===== config.mk =====
export PLATFORM = sky130hd
export DESIGN_NAME = cmd_resp_hunter
export DESIGN_NICKNAME = d
export VERILOG_FILES = /design/src/rtl/cmd_resp_pkg.sv /design/src/rtl/hunt_budget.sv /design/src/rtl/hunt_target.sv /design/src/rtl/cmd_resp_hunter.sv
export SDC_FILE = /design/constraint.sdc
export NUM_CORES = 1
export LEC_CHECK = 0
export BUFFER_PORTS_ARGS = -buffer_cell sky130_fd_sc_hd__buf_2
export CAP_MARGIN = 5
export CORE_UTILIZATION = 52
export CTS_CLUSTER_SIZE = 16
export DETAILED_ROUTE_END_ITERATION = 10
export GPL_TIMING_DRIVEN = 0
export PLACE_DENSITY = 0.78
export SYNTH_ARGS = -nofsm -noshare
export SYNTH_HDL_FRONTEND = slang
export SYNTH_SLANG_ARGS = --single-unit
export TNS_END_PERCENT = 10

===== constraint.sdc =====
create_clock -name clk -period 2.9 [get_ports clk]
set_input_delay 0.29 -clock clk [delete_from_list [all_inputs] [get_ports clk]]
set_output_delay 0.29 -clock clk [all_outputs]
set_load 0.02 [all_outputs]

===== src/rtl/cmd_resp_pkg.sv =====
package cmd_resp_pkg;
  typedef enum logic [1:0] {
    ST_IDLE = 2'd0,
    ST_SKIP = 2'd1,
    ST_ECHO = 2'd2,
    ST_STAT = 2'd3
  } hunt_st_e;
endpackage


===== src/rtl/hunt_budget.sv =====
module hunt_budget #(
  parameter int RETRY = 10
) (
  input  logic clk,
  input  logic rst_n,
  input  logic clr,
  input  logic bump,
  output logic last
);
  localparam int CW = $clog2(RETRY + 2);
  logic [CW-1:0] used_q;

  always_ff @(posedge clk or negedge rst_n) begin
    if (!rst_n)    used_q <= '0;
    else if (clr)  used_q <= '0;
    else if (bump) used_q <= used_q + 1'b1;
  end

  // Current byte is the final one the budget allows.
  assign last = (used_q == CW'(RETRY));
endmodule


===== src/rtl/hunt_target.sv =====
module hunt_target
  import cmd_resp_pkg::*;
#(
  parameter int DW = 8
) (
  input  hunt_st_e        st,
  input  logic [DW-1:0]   op,
  input  logic [DW-1:0]   data,
  output logic            hit
);
  logic [DW-1:0] want;
  always_comb begin
    want = (st == ST_ECHO) ? op : '0;
    hit  = (data == want);
  end
endmodule


===== src/rtl/cmd_resp_hunter.sv =====
module cmd_resp_hunter
  import cmd_resp_pkg::*;
#(
  parameter int          DW       = 8,
  parameter int          RETRY    = 10,
  parameter logic [7:0]  RESET_OP = 8'hCF
) (
  input  logic          clk,
  input  logic          rst_n,
  input  logic          start,
  input  logic [DW-1:0] opcode,
  input  logic          bus_err,
  input  logic          rx_valid,
  input  logic [DW-1:0] rx_data,
  output logic          rx_ready,
  output logic          done,
  output logic          pass,
  output logic          fail
);
  localparam logic [DW-1:0] RST_CODE = DW'(RESET_OP);

  hunt_st_e      st_q, st_d;
  logic [DW-1:0] op_q;
  logic          take, hit, last;
  logic          clr, bump;
  logic          fin, fin_ok;

  assign rx_ready = (st_q != ST_IDLE);
  assign take     = rx_valid & rx_ready;

  hunt_target #(.DW(DW)) u_tgt (
    .st   (st_q),
    .op   (op_q),
    .data (rx_data),
    .hit  (hit)
  );

  hunt_budget #(.RETRY(RETRY)) u_budget (
    .clk   (clk),
    .rst_n (rst_n),
    .clr   (clr),
    .bump  (bump),
    .last  (last)
  );

  always_comb begin
    st_d   = st_q;
    clr    = 1'b0;
    bump   = 1'b0;
    fin    = 1'b0;
    fin_ok = 1'b0;
    unique case (st_q)
      ST_IDLE: begin
        if (start) begin
          clr  = 1'b1;
          st_d = (opcode == RST_CODE) ? ST_SKIP : ST_ECHO;
        end
      end
      default: begin
        if (bus_err) begin
          fin  = 1'b1;
          st_d = ST_IDLE;
        end else if (take) begin
          if (st_q == ST_SKIP) begin
            clr  = 1'b1;
            st_d = ST_ECHO;
          end else if (hit) begin
            clr = 1'b1;
            if (st_q == ST_ECHO) begin
              st_d = ST_STAT;
            end else begin
              fin    = 1'b1;
              fin_ok = 1'b1;
              st_d   = ST_IDLE;
            end
          end else if (last) begin
            fin  = 1'b1;
            st_d = ST_IDLE;
          end else begin
            bump = 1'b1;
          end
        end
      end
    endcase
  end

  always_ff @(posedge clk or negedge rst_n) begin
    if (!rst_n) begin
      st_q <= ST_IDLE;
      op_q <= '0;
      done <= 1'b0;
      pass <= 1'b0;
      fail <= 1'b0;
    end else begin
      st_q <= st_d;
      if (st_q == ST_IDLE && start) op_q <= opcode;
      done <= fin;
      pass <= fin & fin_ok;
      fail <= fin & ~fin_ok;
    end
  end
endmodule


[Word level (Yosys, flattened, before mapping)]
Index checks and enable logic that the tools add are counted.
Word-level totals
  bits in registers: 17
  input port bits: 21
  output and inout port bits: 4
Cells by class
  add/subtract/negate cells: 1
  eq/ne operators: 6
  muxes and demuxes: 36
  bitwise operators: 4
  reduce and logical (&&, ||, !) cells: 7
Operators by type and width (count)
  1-bit 2-to-1 mux: 24
  2-bit 2-to-1 mux: 9
  8-bit == test: 1
  8-bit == test, second input constant: 1
  4-bit 2-to-1 mux: 2
  8-bit 2-to-1 mux: 1
  5-bit nonzero test: 1
  4-bit by 1-bit adder with 4-bit output, second input constant: 1
  4-bit == test, second input constant: 1
  2-bit nonzero test: 2
  1-bit bitwise AND: 3
  3-bit AND reduction: 1
  3-bit nonzero test: 1
  2-bit by 1-bit == test with 1-bit output, second input constant: 1
  2-bit == test, second input constant: 1
  2-bit zero test: 1
  2-bit inequality test, second input constant: 1
  1-bit logical AND: 1
  1-bit NOT: 1

[Depth between registers and ports, before layout]
  depth after elaboration: 10
  gate-level depth with buffers: 8
  gate-level depth less buffers: 8

[Modules after synthesis]
Synthesis repeated with hierarchy kept, for this count alone.
Unflattened totals
  cell total of the unflattened synthesis: 105
  area total of the unflattened synthesis: 1067.3 sq um
By module, submodules not included
  cmd_resp_hunter: instances 1, cells an instance 57, area each 648.1 sq um
  hunt_budget: instances 1, cells an instance 21, area each 221.5 sq um
  hunt_target: instances 1, cells an instance 27, area each 197.7 sq um

[Least setup slack after synthesis]
Ideal clock, no wire load.
  path type: register to register
  start: register st_q[0]
  end: register st_q[1]
  setup time: 0.065 ns
  arrival time: 2.320 ns
  path slack: 0.515 ns
  stages on the path, launching flop included: 8
  buffers on the path: 1
  cell sequence: dfrtp_1 buf_6 or4b_1 o32a_1 a222oi_1 a41oi_1 a221oi_1 o22a_1
Between the ends
  cells in the longest elaborated chain, start to end: 8
  elaborated cells on any way between the ends: 17
  classes of those cells: eq/ne: 4; mux: 7; bitwise: 1; reduce/logical: 5
Ends and longest elaborated chain
  start: declaration: line cmd_resp_hunter.sv:22  | hunt_st_e st_q, st_d;
  start signal: assignment: line cmd_resp_hunter.sv:95  | st_q <= st_d;
  2-bit == test: line hunt_target.sv:13, cmd_resp_hunter.sv:69
  8-bit 2-to-1 mux: line hunt_target.sv:13  | want = (st == ST_ECHO) ? op : '0;
  8-bit == test: line hunt_target.sv:14  | hit = (data == want);
  2-bit 2-to-1 mux: line cmd_resp_hunter.sv:67  | end else if (hit) begin
  2-bit 2-to-1 mux: line cmd_resp_hunter.sv:64  | if (st_q == ST_SKIP) begin
  2-bit 2-to-1 mux: line cmd_resp_hunter.sv:63  | end else if (take) begin
  2-bit 2-to-1 mux: line cmd_resp_hunter.sv:60  | if (bus_err) begin
  2-bit 2-to-1 mux: line cmd_resp_hunter.sv:52  | unique case (st_q)
Several ways; a longest one is shown, not always the timed one. The select of a mux whose other input is x is not followed.
A chain may end at the register's enable or synchronous reset.

[Final worst setup path]
  start: register st_q[0]
  end: register u_budget.used_q[0]
Between the ends
  cells in the longest elaborated chain, start to end: 9
  elaborated cells on any way between the ends: 19
  classes of those cells: eq/ne: 3; mux: 12; bitwise: 1; reduce/logical: 3
Ends and longest elaborated chain
  2-bit == test: line hunt_target.sv:13
  8-bit 2-to-1 mux: line hunt_target.sv:13
  8-bit == test: line hunt_target.sv:14
  1-bit 2-to-1 mux: line cmd_resp_hunter.sv:67
  1-bit 2-to-1 mux: line cmd_resp_hunter.sv:64
  1-bit 2-to-1 mux: line cmd_resp_hunter.sv:63
  1-bit 2-to-1 mux: line cmd_resp_hunter.sv:60
  1-bit 2-to-1 mux: line cmd_resp_hunter.sv:52
  4-bit 2-to-1 mux / 2-bit nonzero test (equally long branches)
  end signal: assignment: line hunt_budget.sv:16  | else if (bump) used_q <= used_q + 1'b1;
  end: declaration: line hunt_budget.sv:11  | logic [CW-1:0] used_q;
Several ways; a longest one is shown, not always the timed one.

==> metrics.md <==
| Metric | Value |
|---|---|
| Outcome | finished, final reports clean |
| Final Hold Viols | 0 |
| Largest net degree at the start of global routing | 18 |
| Worst R2R Setup Slack | a little under 0.1 ns |
| Hold WC Path Type | primary input to flop |
| Worst path required time | 3.05 ns |
| Largest family of logic cells by synthesized area | simple AND/OR/NAND/NOR gates |
| IO Pins | 25 |
| DRT Pass-1 Iters | 4 |
| Placed Cells | 162 |
| Post-synthesis adder-cell area fraction | 0.02350 |
| First-pass GRT wire length | ~3400 um |
| Multiplexer share of the synthesized area | 0.1128 |
| Setup violators final | 0 |
| Layout cell share with drive strength beyond 1 | 0.2857 |
| Avg Inst Size Synth | 9.593 um2 |
| Switching power of the nets | 0.0003689 W |
| Worst Setup Start Kind | flop |
| Hold path startpoint | opcode[5] |
| H-tree depth | 1 |
| Non-filler cells, final | roughly 170 |
| Number of DRC markers in iteration 0 | 29 |
| Worst Path Max Fanout | 10 |
| Setup Crit Path Kind | flop to flop |
| Worst slew margin | 0.6170 |
| Starting Density | 0.5483 |
| CTS Buf Count | 3 |
| Most frequent cells in the layout | 26 x buf_2, 17 x dfrtp_1, 14 x nor2_1 |
| DR vias | 962 |
| CTS tree | built |
| Worst reg2reg path endpoint | u_budget.used_q[0] |
| WP depth | 7 |
| Final net count | 164 |
| Library cells used by synthesis | 40 |
| MaxCap Viol Count | 0 |
| Compound-cell area share of the yosys netlist | 0.1974 |
| RSZ-0062 raised after global routing | no |
| Number of buffers added on ports | 24 |
| Leading post-synthesis cells by cell area | dfrtp_1 40%, mux2_2 8.5%, nor2_1 4.9% |
| Via/cell ratio | 5.760 |
| Simple-gate portion of the synthesized area | 0.1998 |
| Power Dens Cells | between 700 and 800 nW/um2 |
| N_diodes | 0 |
| Share of the synthesized area in the top cell type | 0.3995 |
| #FFs+latches synth | 17 |
| P_leak | 0.5665 nW |
| Seq/Total Area, Yosys | 0.3995 |
| Total congestion overflow | 0 |
| Commonest non-fill, non-tap cell in the layout | buf_2 |
| Root Driver | clkbuf_4 |
| R2r worst-path depth | 7 |
| Vias in the first global route | 782 |
| Hold Path Sink | op_q[5] |
| Sum of negative setup slack | 0 ns |
| Period minus WS final | 2.801 ns |
| Reg area | about 430 um2 |
| Fin Clk Skew | 0.01001 ns |
| CP Capture Type | flop |
| Number of routed nets with antenna violations | 0 |
| Xor and xnor area share after synthesis | 0.03290 |
| WHS Path Cells | 2 |
| Final Cycle Share | 0.9658 |
| Worst path max stage delay | 0.57 ns |
| DR WL/cell | 13.73 um |
| Crit path max-delay cell type | a222oi_1 |
| Clk slew on worst S/H paths | approximately 0.10 ns |
| Die Height | 47.25 um |
| Buf+Inv Stages, Crit Path | 1 |
| YS warnings | 0 |
| CP delay by family, top | compound AO/OA/AOI/OAI gates |
| RR Startpoint | st_q[0] |
| CP cell instances | buf_6 -> or4b_1 -> o32a_1 -> a222oi_1 -> nand2_1 -> o311ai_0 -> mux2i_1 |
| Gr usage total | 0.2208 |
| Comb power frac | 0.434 |
| Synthesis-to-finish area growth | 17.86% |
| Residual DRC | 0 |
| Post-Syn Instances | 111 |
| Post-detail-place hpwl | 1757 um |
| Pins Over Slew Limit | 0 |
| Die X | 47.25 um |
| Maximum vdd drop | 453.4 uV |
| Filler cell count in the final layout | 176 |
| Worst skew pair latency | 0.29 ns |
| FP Rows | 16 |
| Clock tree buffer depth | 2 |
| Ys async rst share | 1.000 |
| Switch share | 0.3897 |
| Placeable core area | 1942 um2 |
| Mapped Nets | around 130 |
| Mapped cell area | between 1000 and 1500 um2 |
| Largest area contributor in the netlist | dfrtp_1 |
| Post-CTS sizing | 0 |
| Antenna violations before repair | 0 |
| Clock power share | 0.133 |
| Die ar. | 2233 um2 |
| Multi-input logic area | 603.1 um2 |
| Int Power | between 0.0005 and 0.0006 W |
| Prevailing post-synth register cell | dfrtp_1 |
| Worst-margin pin slew | 0.5727 ns |
| EDFF count, synth | 0 |
| RD Place Congestion | 0.7637 |
| Arrival @ worst endpoint | between 2 and 3 ns |
| WL final | 2293 um |
| Fmax | ~0.36 GHz |
| Sequential Power Share | 0.433 |
| CTS sink cnt | 17 |
==> state kept, by name (all words and copies together) (netlist names) <==
name and flops:
u_budget.used_q 4, pass 1, st_q 2, done 1
op_q 8, fail 1
==> logic make-up after synthesis <==
family / after synthesis
simple gates: 42
compound gates: 28
xor+xnor: 4
flops: 17
fa+ha+maj: 2
buf+inv: 7
mux: 11
==> worst max path at each step <==
| stage | to | start |
|---|---|---|
| global placement | u_budget.used_q[0] | st_q[0] |
| finish | u_budget.used_q[0] | st_q[0] |
| floorplan | st_q[1] | st_q[0] |
| global route | u_budget.used_q[1] | st_q[0] |
| detailed placement | u_budget.used_q[0] | st_q[0] |
| CTS | u_budget.used_q[0] | st_q[0] |
==> cell usage after synthesis (3+ instances only) <==
cell type,instances
or4b_1,3
mux2_2,8
o32a_1,3
o21ai_0,5
nor2_1,14
xor2_1,3
a21oi_1,3
inv_1,3
mux2i_1,3
dfrtp_1,17
nand2_1,13
==> cell type report <==
type | instances | area share
clock buffers | 4 | 0.02094
plain buffers | 4 | 0.01994
flip-flops and latches | 17 | 0.3390
inverters | 3 | 0.008973
multi-input cells | 87 | 0.4806
well taps | 27 | 0.02692
repair buffers | 25 | 0.1037
==> metal layers <==
metal / share of wire / global-route usage / routed length, um
met5: 0 / 0 / 0
met1: 0.46 / 0.3055 / 1050
met2: 0.49 / 0.3534 / 1130
met4: 0.011 / 0.05143 / 26
met3: 0.038 / 0.04615 / 86
==> stage by stage <==
stage | instance area, um2 | util | total power [W] | hold WS [ns] | worst slack [ns]
after floorplan | 1065 | - | 0.0007094 | -0.005591 | 0.5152
after global placement | 1219 | 0.6276 | 0.0007972 | 0.2249 | 0.2312
after detailed placement | 1219 | 0.6276 | 0.0008239 | 0.2345 | 0.1607
after CTS | 1255 | 0.6463 | 0.0009500 | 0.2440 | 0.1240
after global routing | 1255 | 0.6463 | 0.001018 | 0.2492 | 0.003924
final | 1255 | 0.6463 | 0.0009467 | 0.2449 | 0.09917
==> power groups by stage <==
stage | combinational, W | clock (W) | sequential, W
floorplan | 0.000308 | 0 | 0.000401
CTS | 0.000411 | 0.000129 | 0.000410
finish | 0.000411 | 0.000126 | 0.000410
detailed placement | 0.000408 | 0 | 0.000416
global placement | 0.000392 | 0 | 0.000405
global route | 0.000458 | 0.000136 | 0.000423
==> repair_timing <==
item                                   in CTS  in global routing
hold buffers                                1                  0
buffers inserted                            0                  0
endpoints found under the hold margin      17                  0
Note: power is estimated with default switching activity, not from simulation.
